<file path="config.mk">
export PLATFORM = sky130hd
export DESIGN_NAME = wrr_token_sel
export DESIGN_NICKNAME = d
export VERILOG_FILES = /design/src/rtl/wrr_tc_pkg.sv /design/src/rtl/wrr_tc_rotate.sv /design/src/rtl/wrr_tc_chain.sv /design/src/rtl/wrr_token_sel.sv
export SDC_FILE = /design/constraint.sdc
export NUM_CORES = 1
export LEC_CHECK = 0
export BUFFER_PORTS_ARGS = -buffer_cell sky130_fd_sc_hd__buf_2
export CAP_MARGIN = 20
export CORE_ASPECT_RATIO = 1.4
export CORE_UTILIZATION = 50
export CTS_BUF_LIST = sky130_fd_sc_hd__clkbuf_8 sky130_fd_sc_hd__clkbuf_16
export CTS_CLUSTER_SIZE = 14
export DETAILED_ROUTE_END_ITERATION = 7
export PLACE_DENSITY = 0.75
export SETUP_SLACK_MARGIN = 0.5
export SYNTH_ARGS = -nofsm -noshare
export SYNTH_HDL_FRONTEND = slang
export SYNTH_HIERARCHICAL = 1
export SYNTH_SLANG_ARGS = --single-unit
export TNS_END_PERCENT = 30
</file>
<file path="constraint.sdc">
create_clock -name clk -period 5.8 [get_ports clk]
set_input_delay 0 -clock clk [delete_from_list [all_inputs] [get_ports clk]]
set_output_delay 0 -clock clk [all_outputs]
set_load 0.05 [all_outputs]
</file>
<file path="src/rtl/wrr_tc_pkg.sv">
package wrr_tc_pkg;
   // which lap of the token chain is running
   typedef enum logic {
      LAP_CREDIT = 1'b0,   // queue needs a cell and credit
      LAP_ANY    = 1'b1    // queue needs a cell only
   } lap_t;
endpackage

</file>
<file path="src/rtl/wrr_tc_rotate.sv">
// Reorders a per-queue vector into token order: bit k is the queue at offset k+1 from base.
module wrr_tc_rotate #(
   parameter int NQ = 32,
   localparam int IW = $clog2(NQ)
) (
   input  logic [IW-1:0] base,
   input  logic [NQ-1:0] vec,
   output logic [NQ-1:0] rot
);
   for (genvar k = 0; k < NQ; k++) begin : g_lane
      assign rot[k] = vec[base + IW'(k + 1)];
   end
endmodule

</file>
<file path="src/rtl/wrr_tc_chain.sv">
// One group of control elements: the token enters at lane 0 and stops at the first eligible lane.
module wrr_tc_chain #(
   parameter int GRP = 4,
   localparam int LW = $clog2(GRP)
) (
   input  logic [GRP-1:0] elig,
   output logic [LW-1:0]  lane,
   output logic           pass
);
   logic [GRP:0]   carry;
   logic [GRP-1:0] take;

   assign carry[0] = 1'b1;
   for (genvar i = 0; i < GRP; i++) begin : g_elem
      assign take[i]    = carry[i] & elig[i];
      assign carry[i+1] = carry[i] & ~elig[i];
   end
   assign pass = carry[GRP];

   always_comb begin
      lane = '0;
      for (int i = 0; i < GRP; i++)
         if (take[i]) lane = LW'(i);
   end
endmodule

</file>
<file path="src/rtl/wrr_token_sel.sv">
module wrr_token_sel #(
   parameter int NQ  = 32,
   parameter int GRP = 4
) (
   input  logic                  clk,
   input  logic                  rst_n,
   input  logic                  start,
   input  logic [$clog2(NQ)-1:0] last_idx,
   input  logic [NQ-1:0]         q_empty,
   input  logic [NQ-1:0]         q_zero,
   input  logic                  abr_avail,
   output logic [NQ-1:0]         active,
   output logic                  abr_sel,
   output logic                  idle,
   output logic                  done
);
   import wrr_tc_pkg::*;

   localparam int IW = $clog2(NQ);
   localparam int NG = NQ / GRP;
   localparam int GW = $clog2(NG);
   localparam int LW = $clog2(GRP);

   // elaboration-time parameter checks
   if (GRP < 2 || (1 << LW) != GRP) begin : g_bad_grp
      $error("GRP must be a power of two and at least 2");
   end
   if (NQ < 2 * GRP || (1 << IW) != NQ) begin : g_bad_nq
      $error("NQ must be a power of two and at least two groups");
   end

   logic          busy;
   lap_t          lap;
   logic [GW-1:0] grp_q;
   logic [IW-1:0] last_q;

   logic [NQ-1:0]  elig, tok_elig;
   logic [GRP-1:0] grp_elig;
   logic [LW-1:0]  lane;
   logic           pass;
   logic [IW-1:0]  win_idx;

   assign elig = (lap == LAP_CREDIT) ? (~q_empty & ~q_zero) : ~q_empty;

   wrr_tc_rotate #(.NQ(NQ)) u_rot (
      .base (last_q),
      .vec  (elig),
      .rot  (tok_elig)
   );

   assign grp_elig = tok_elig[grp_q*GRP +: GRP];

   wrr_tc_chain #(.GRP(GRP)) u_chain (
      .elig (grp_elig),
      .lane (lane),
      .pass (pass)
   );

   assign win_idx = last_q + IW'(1) + {grp_q, lane};

   always_ff @(posedge clk) begin
      if (!rst_n) begin
         busy    <= 1'b0;
         lap     <= LAP_CREDIT;
         grp_q   <= '0;
         last_q  <= '0;
         active  <= '0;
         abr_sel <= 1'b0;
         idle    <= 1'b0;
         done    <= 1'b0;
      end else begin
         done <= 1'b0;
         if (!busy) begin
            if (start) begin
               busy    <= 1'b1;
               lap     <= LAP_CREDIT;
               grp_q   <= '0;
               last_q  <= last_idx;
               active  <= '0;
               abr_sel <= 1'b0;
               idle    <= 1'b0;
            end
         end else if (!pass) begin
            active <= NQ'(1) << win_idx;
            done   <= 1'b1;
            busy   <= 1'b0;
         end else if (grp_q == GW'(NG - 1)) begin
            if (lap == LAP_CREDIT) begin
               if (abr_avail) begin
                  abr_sel <= 1'b1;
                  done    <= 1'b1;
                  busy    <= 1'b0;
               end else begin
                  lap   <= LAP_ANY;
                  grp_q <= '0;
               end
            end else begin
               idle <= 1'b1;
               done <= 1'b1;
               busy <= 1'b0;
            end
         end else begin
            grp_q <= grp_q + GW'(1);
         end
      end
   end
endmodule

</file>
==> flow_results.org <==
** Placement
- The wire-length estimate of the detail-placed layout is roughly 13 mm.
- Last weighted congestion value of the routability-driven placer :: just under 1
- Port Buf Inserts :: ~110

** Yosys
- The most used flip-flop cell after synthesis is dfxtp_1.
- Area share of the largest cell type after synthesis :: between 15 and 20%
- Library cell with the largest summed area after synthesis :: dfxtp_1
- Leading post-synthesis cells by instance count :: nand2_1 (130), nor3_1 (49), dfxtp_1 (45)
- Syn_nets :: about 760
- Register area share after synthesis :: ~16%
- The synthesized design contains 45 register bits.
- Warnings from Yosys :: 6
- Top post-synthesis cells by area :: dfxtp_1 (16%), mux4_2 (12%), nand2_1 (8.8%)
- Count leader, synth :: nand2_1
- Summing every instance area after synthesis gives about 5600 um2.
- A synthesized cell averages ~8.4 um2.
- Synthesis produced roughly 660 cells.
- Counting flops with a built-in enable in the synthesized netlist gives 0.
- Post-synth cell types :: 52
- Async set-reset flop share out of synthesis :: 0%

** Pwr
- Summing internal, switching and leakage power gives about 1.3 mW.
- For this design the static power due to leakage is 2.748 nW.
- Power density cells :: between 200 and 250 nW/um2
- VDD sags by at most 0.0002010 V.

** Floorplanning
- Measured along the y axis, the die boundary spans 126.7 um.
- The initialized floorplan defines between 40 and 50 standard-cell rows.
- The initial utilization of the core area, before any placement, comes to between 50 and 60%.
- Area inside the core boundary :: approximately 11,000 um2
- During I/O placement, the number of pins put on the boundary was around 110.
- The floorplan step defined a die boundary enclosing 11,530 um2.
- Overall die width :: 91.05 um

** Finish
- Filler Cells Inserted :: around 1,000
- Net count reported at finish :: 859
- Area occupied by multi-input gates :: approximately 4400 um2
- The area growth from synthesis to layout is 16.79%.
- Share of final-layout standard cells stronger than drive strength 1 :: 29.67%
- Area occupied by registers :: approximately 910 um2
- The number of antenna diodes in the final layout is 0.

** CTS
- For this design, the sink count on the clock tree is 45.
- Clock H-tree levels :: 2
- After clock tree synthesis, the clock-pin slew on the worst setup and hold paths is roughly 0.070 ns.
- Cts bufs inserted :: 5
- The cell sitting at the root of the clock tree is a clkbuf_16.
- Insertion delay of the later-clocked pin in the worst-skew pair :: 0.29 ns
- In this run the deepest clock path goes through 2 buffers.
- TritonCTS built the clock tree.

** GRT
- Pin count of the biggest net entering global routing :: 51
- For met3 alone, demand over resource in global routing was 4.137%.
- Total global-route track usage :: around 29%
- Busiest layer in global routing :: met2
- In the global route stage, met2 resource usage came out at 53.16%.
- Global-route wire length before repair :: between 20 and 30 mm
- For this run, global-route usage on met1 was measured as around 30%.
- The via count of the first global-routing pass is 5,533.
- Number of antenna violations at the first check in global routing :: 0
- The total overflow left after global routing is 0.

** Critical path
- Library cell appearing most often on the critical path :: mux4_2
- The startpoint identified for the worst register-to-register timing path is last_q[1].
- Walking the worst path, the cells encountered are inv_1, ha_1, buf_8, mux4_2, nand2_1, nand2_1, mux4_2, mux4_2, mux2_2, nand2b_1, a21oi_1, inv_1, ha_1, fa_2, nand2b_4, a21oi_4, mux2i_4, buf_12, nand4_1, a21boi_1.
- For the worst flop-to-flop path, the logic depth is 20.
- Data on the critical path arrives at its endpoint at roughly 5.4 ns.
- Setup slack on the worst reg-to-reg path comes out at about 0.66 ns.
- The endpoint identified for the worst register-to-register timing path is active[15].
- At the worst endpoint, the required time is around 6.0 ns.
- Biggest fanout along the worst timing path :: 16
- Worst Setup End Kind :: flop
- Critical-path top delay cell :: mux4_2
- Path type of the worst setup path :: flop to flop
- Sort of element at the start of the critical path :: flop
- Crit path largest cell delay :: 0.48 ns

** STA
- Slew at the pin closest to its max-slew limit :: 0.9276 ns
- Achievable Freq :: a little under 200 MHz
- Final sum of negative setup slack :: 0 ns
- For the finished layout, the period the worst path requires is 5.136 ns.
- Final max-slew violation count :: 0
- Share of the cycle needed by the critical path after routing :: 88.55%
- Setup violations remaining at the end of the flow were counted as 0.
- Max Clock Skew :: ~0.0051 ns
- RSZ-0062 raised after global routing :: false
- Max-slew headroom :: a little under two fifths
- Hold Violations, Final :: 0

** Min path
- Terminating pin of the worst hold path :: last_q[0]
- Hold path depth :: 4
- In this run the worst hold path is classified as input pin to flop.
- Min-delay src :: start

** Outcome
- The flow ran to the end, and the final reports show no timing, DRC or antenna violations.

** Detailed routing
- The count of nets left with antenna violations once routing finished came out at 0.
- Final routed DRC violation total :: 0
- Number of violations reported at the end of detailed-routing iteration 0 :: 370
- After detailed routing, the total wire length is about 17 mm.
- Drt pass-1 iters :: 7
- Mean routed wirelength per cell :: 18.52 um
- Routed vias :: 5,632
- After detailed routing, the number of vias per cell comes to between 6 and 7.

** Flow run
- Number of maximum-capacitance violations :: 0
through the flow:
stage	cells	instance area (um2)	utilization (%)	worst slack, ns	hold WS [ns]
detailed placement	881	6145	56.84	0.2435	0.2669
finish	906	6482	59.97	0.6642	0.1966
floorplan	661	5572	-	0.5174	0.1374
global placement	881	6145	56.84	0.4282	0.2646
CTS	899	6396	59.17	0.5487	0.2037
global route	906	6482	59.97	0.4929	0.2104
per-layer routing:
| layer | share of wire [%] | wire [um] | vias to the layer above |
|---|---|---|---|
| met2 | 52 | 8749 | 242 |
| li1 | - | - | 2640 |
| met1 | 37 | 6136 | 2686 |
| met3 | 5.6 | 946 | 64 |
| met5 | 0 | 0 | - |
| met4 | 5.6 | 946 | 0 |
kinds of logic (layout without fill, tap and decap cells):
logic type / after synthesis / count (layout) / synth area share [%]
AOI/OAI and AO/OA: 115 / 115 / 13.28
and+or+nand+nor: 279 / 279 / 23.08
DFF: 45 / 45 / 16.23
buffers and inverters: 55 / 159 / 4.914
xor gates and xnor gates: 41 / 41 / 6.876
muxes: 104 / 104 / 30.52
adders and majority gates: 22 / 22 / 5.095
worst max-delay path, delay by kind of cell (launching register included):
kind | cells | cell delay, ns
mux | 5 | 1.97
fa+ha+maj | 3 | 1.00
simple gates | 5 | 0.62
compound gates | 3 | 0.56
buf+inv | 4 | 0.52
flops | 1 | 0.39
final cells by class:
cell class	instances	share of cell area (%)
flip-flops and latches	45	14.01
repair buffers	138	12.45
clock inverters	3	0.3281
multi-input cells	561	67.73
clock buffers	5	1.930
well taps	141	2.721
inverters	13	0.8300
registers in the layout, summed over array words and instances (netlist names):
name and flops:
active 32, last_q 5, grp_q 3, abr_sel 1, busy 1, done 1
idle 1, lap 1
power by group:
| part | internal [mW] | switching, mW |
|---|---|---|
| registers | 0.315 | 0.00886 |
| clock network | 0.160 | 0.128 |
| logic | 0.305 | 0.424 |
timing repair:
item	4_1_cts	5_1_grt
setup buffers	4	7
setup endpoints to repair	32	32
pin swaps	1	3
hold endpoints to repair	6	0
gates resized for setup	7	19
hold buffers	6	0
how the worst max path moves through the flow:
| stage | slack (ns) | to | depth (start not counted) | start |
|---|---|---|---|---|
| floorplan | 0.52 | active[11] | 25 | last_q[0] |
| global placement | 0.43 | active[10] | 15 | lap |
| detailed placement | 0.24 | active[2] | 15 | lap |
| CTS | 0.55 | active[17] | 16 | last_q[1] |
| global route | 0.49 | active[15] | 20 | last_q[1] |
| finish | 0.66 | active[15] | 20 | last_q[1] |
layout by cell type, fill, tap and decap left out, types with 3 or more instances in the layout:
cell / n
a32oi_1: 3
nand3b_1: 4
a21oi_1: 44
o22ai_1: 17
buf_2: 107
dlygate4sd3_1: 6
nand2_1: 130
nor2_1: 22
mux4_1: 4
nor3_1: 48
mux2_2: 24
clkbuf_16: 5
nor2b_1: 9
and2_1: 3
nand2b_1: 7
xor2_1: 17
mux4_2: 40
o21ai_1: 9
a21boi_1: 12
dfxtp_1: 43
a21boi_0: 11
ha_1: 21
mux2i_1: 34
a22o_1: 4
nand4_1: 8
nand3_1: 32
xnor2_2: 4
xnor2_1: 20
a32o_1: 7
buf_4: 22
and3_1: 3
inv_1: 10
No activity file was read; power rests on OpenSTA's default activity.
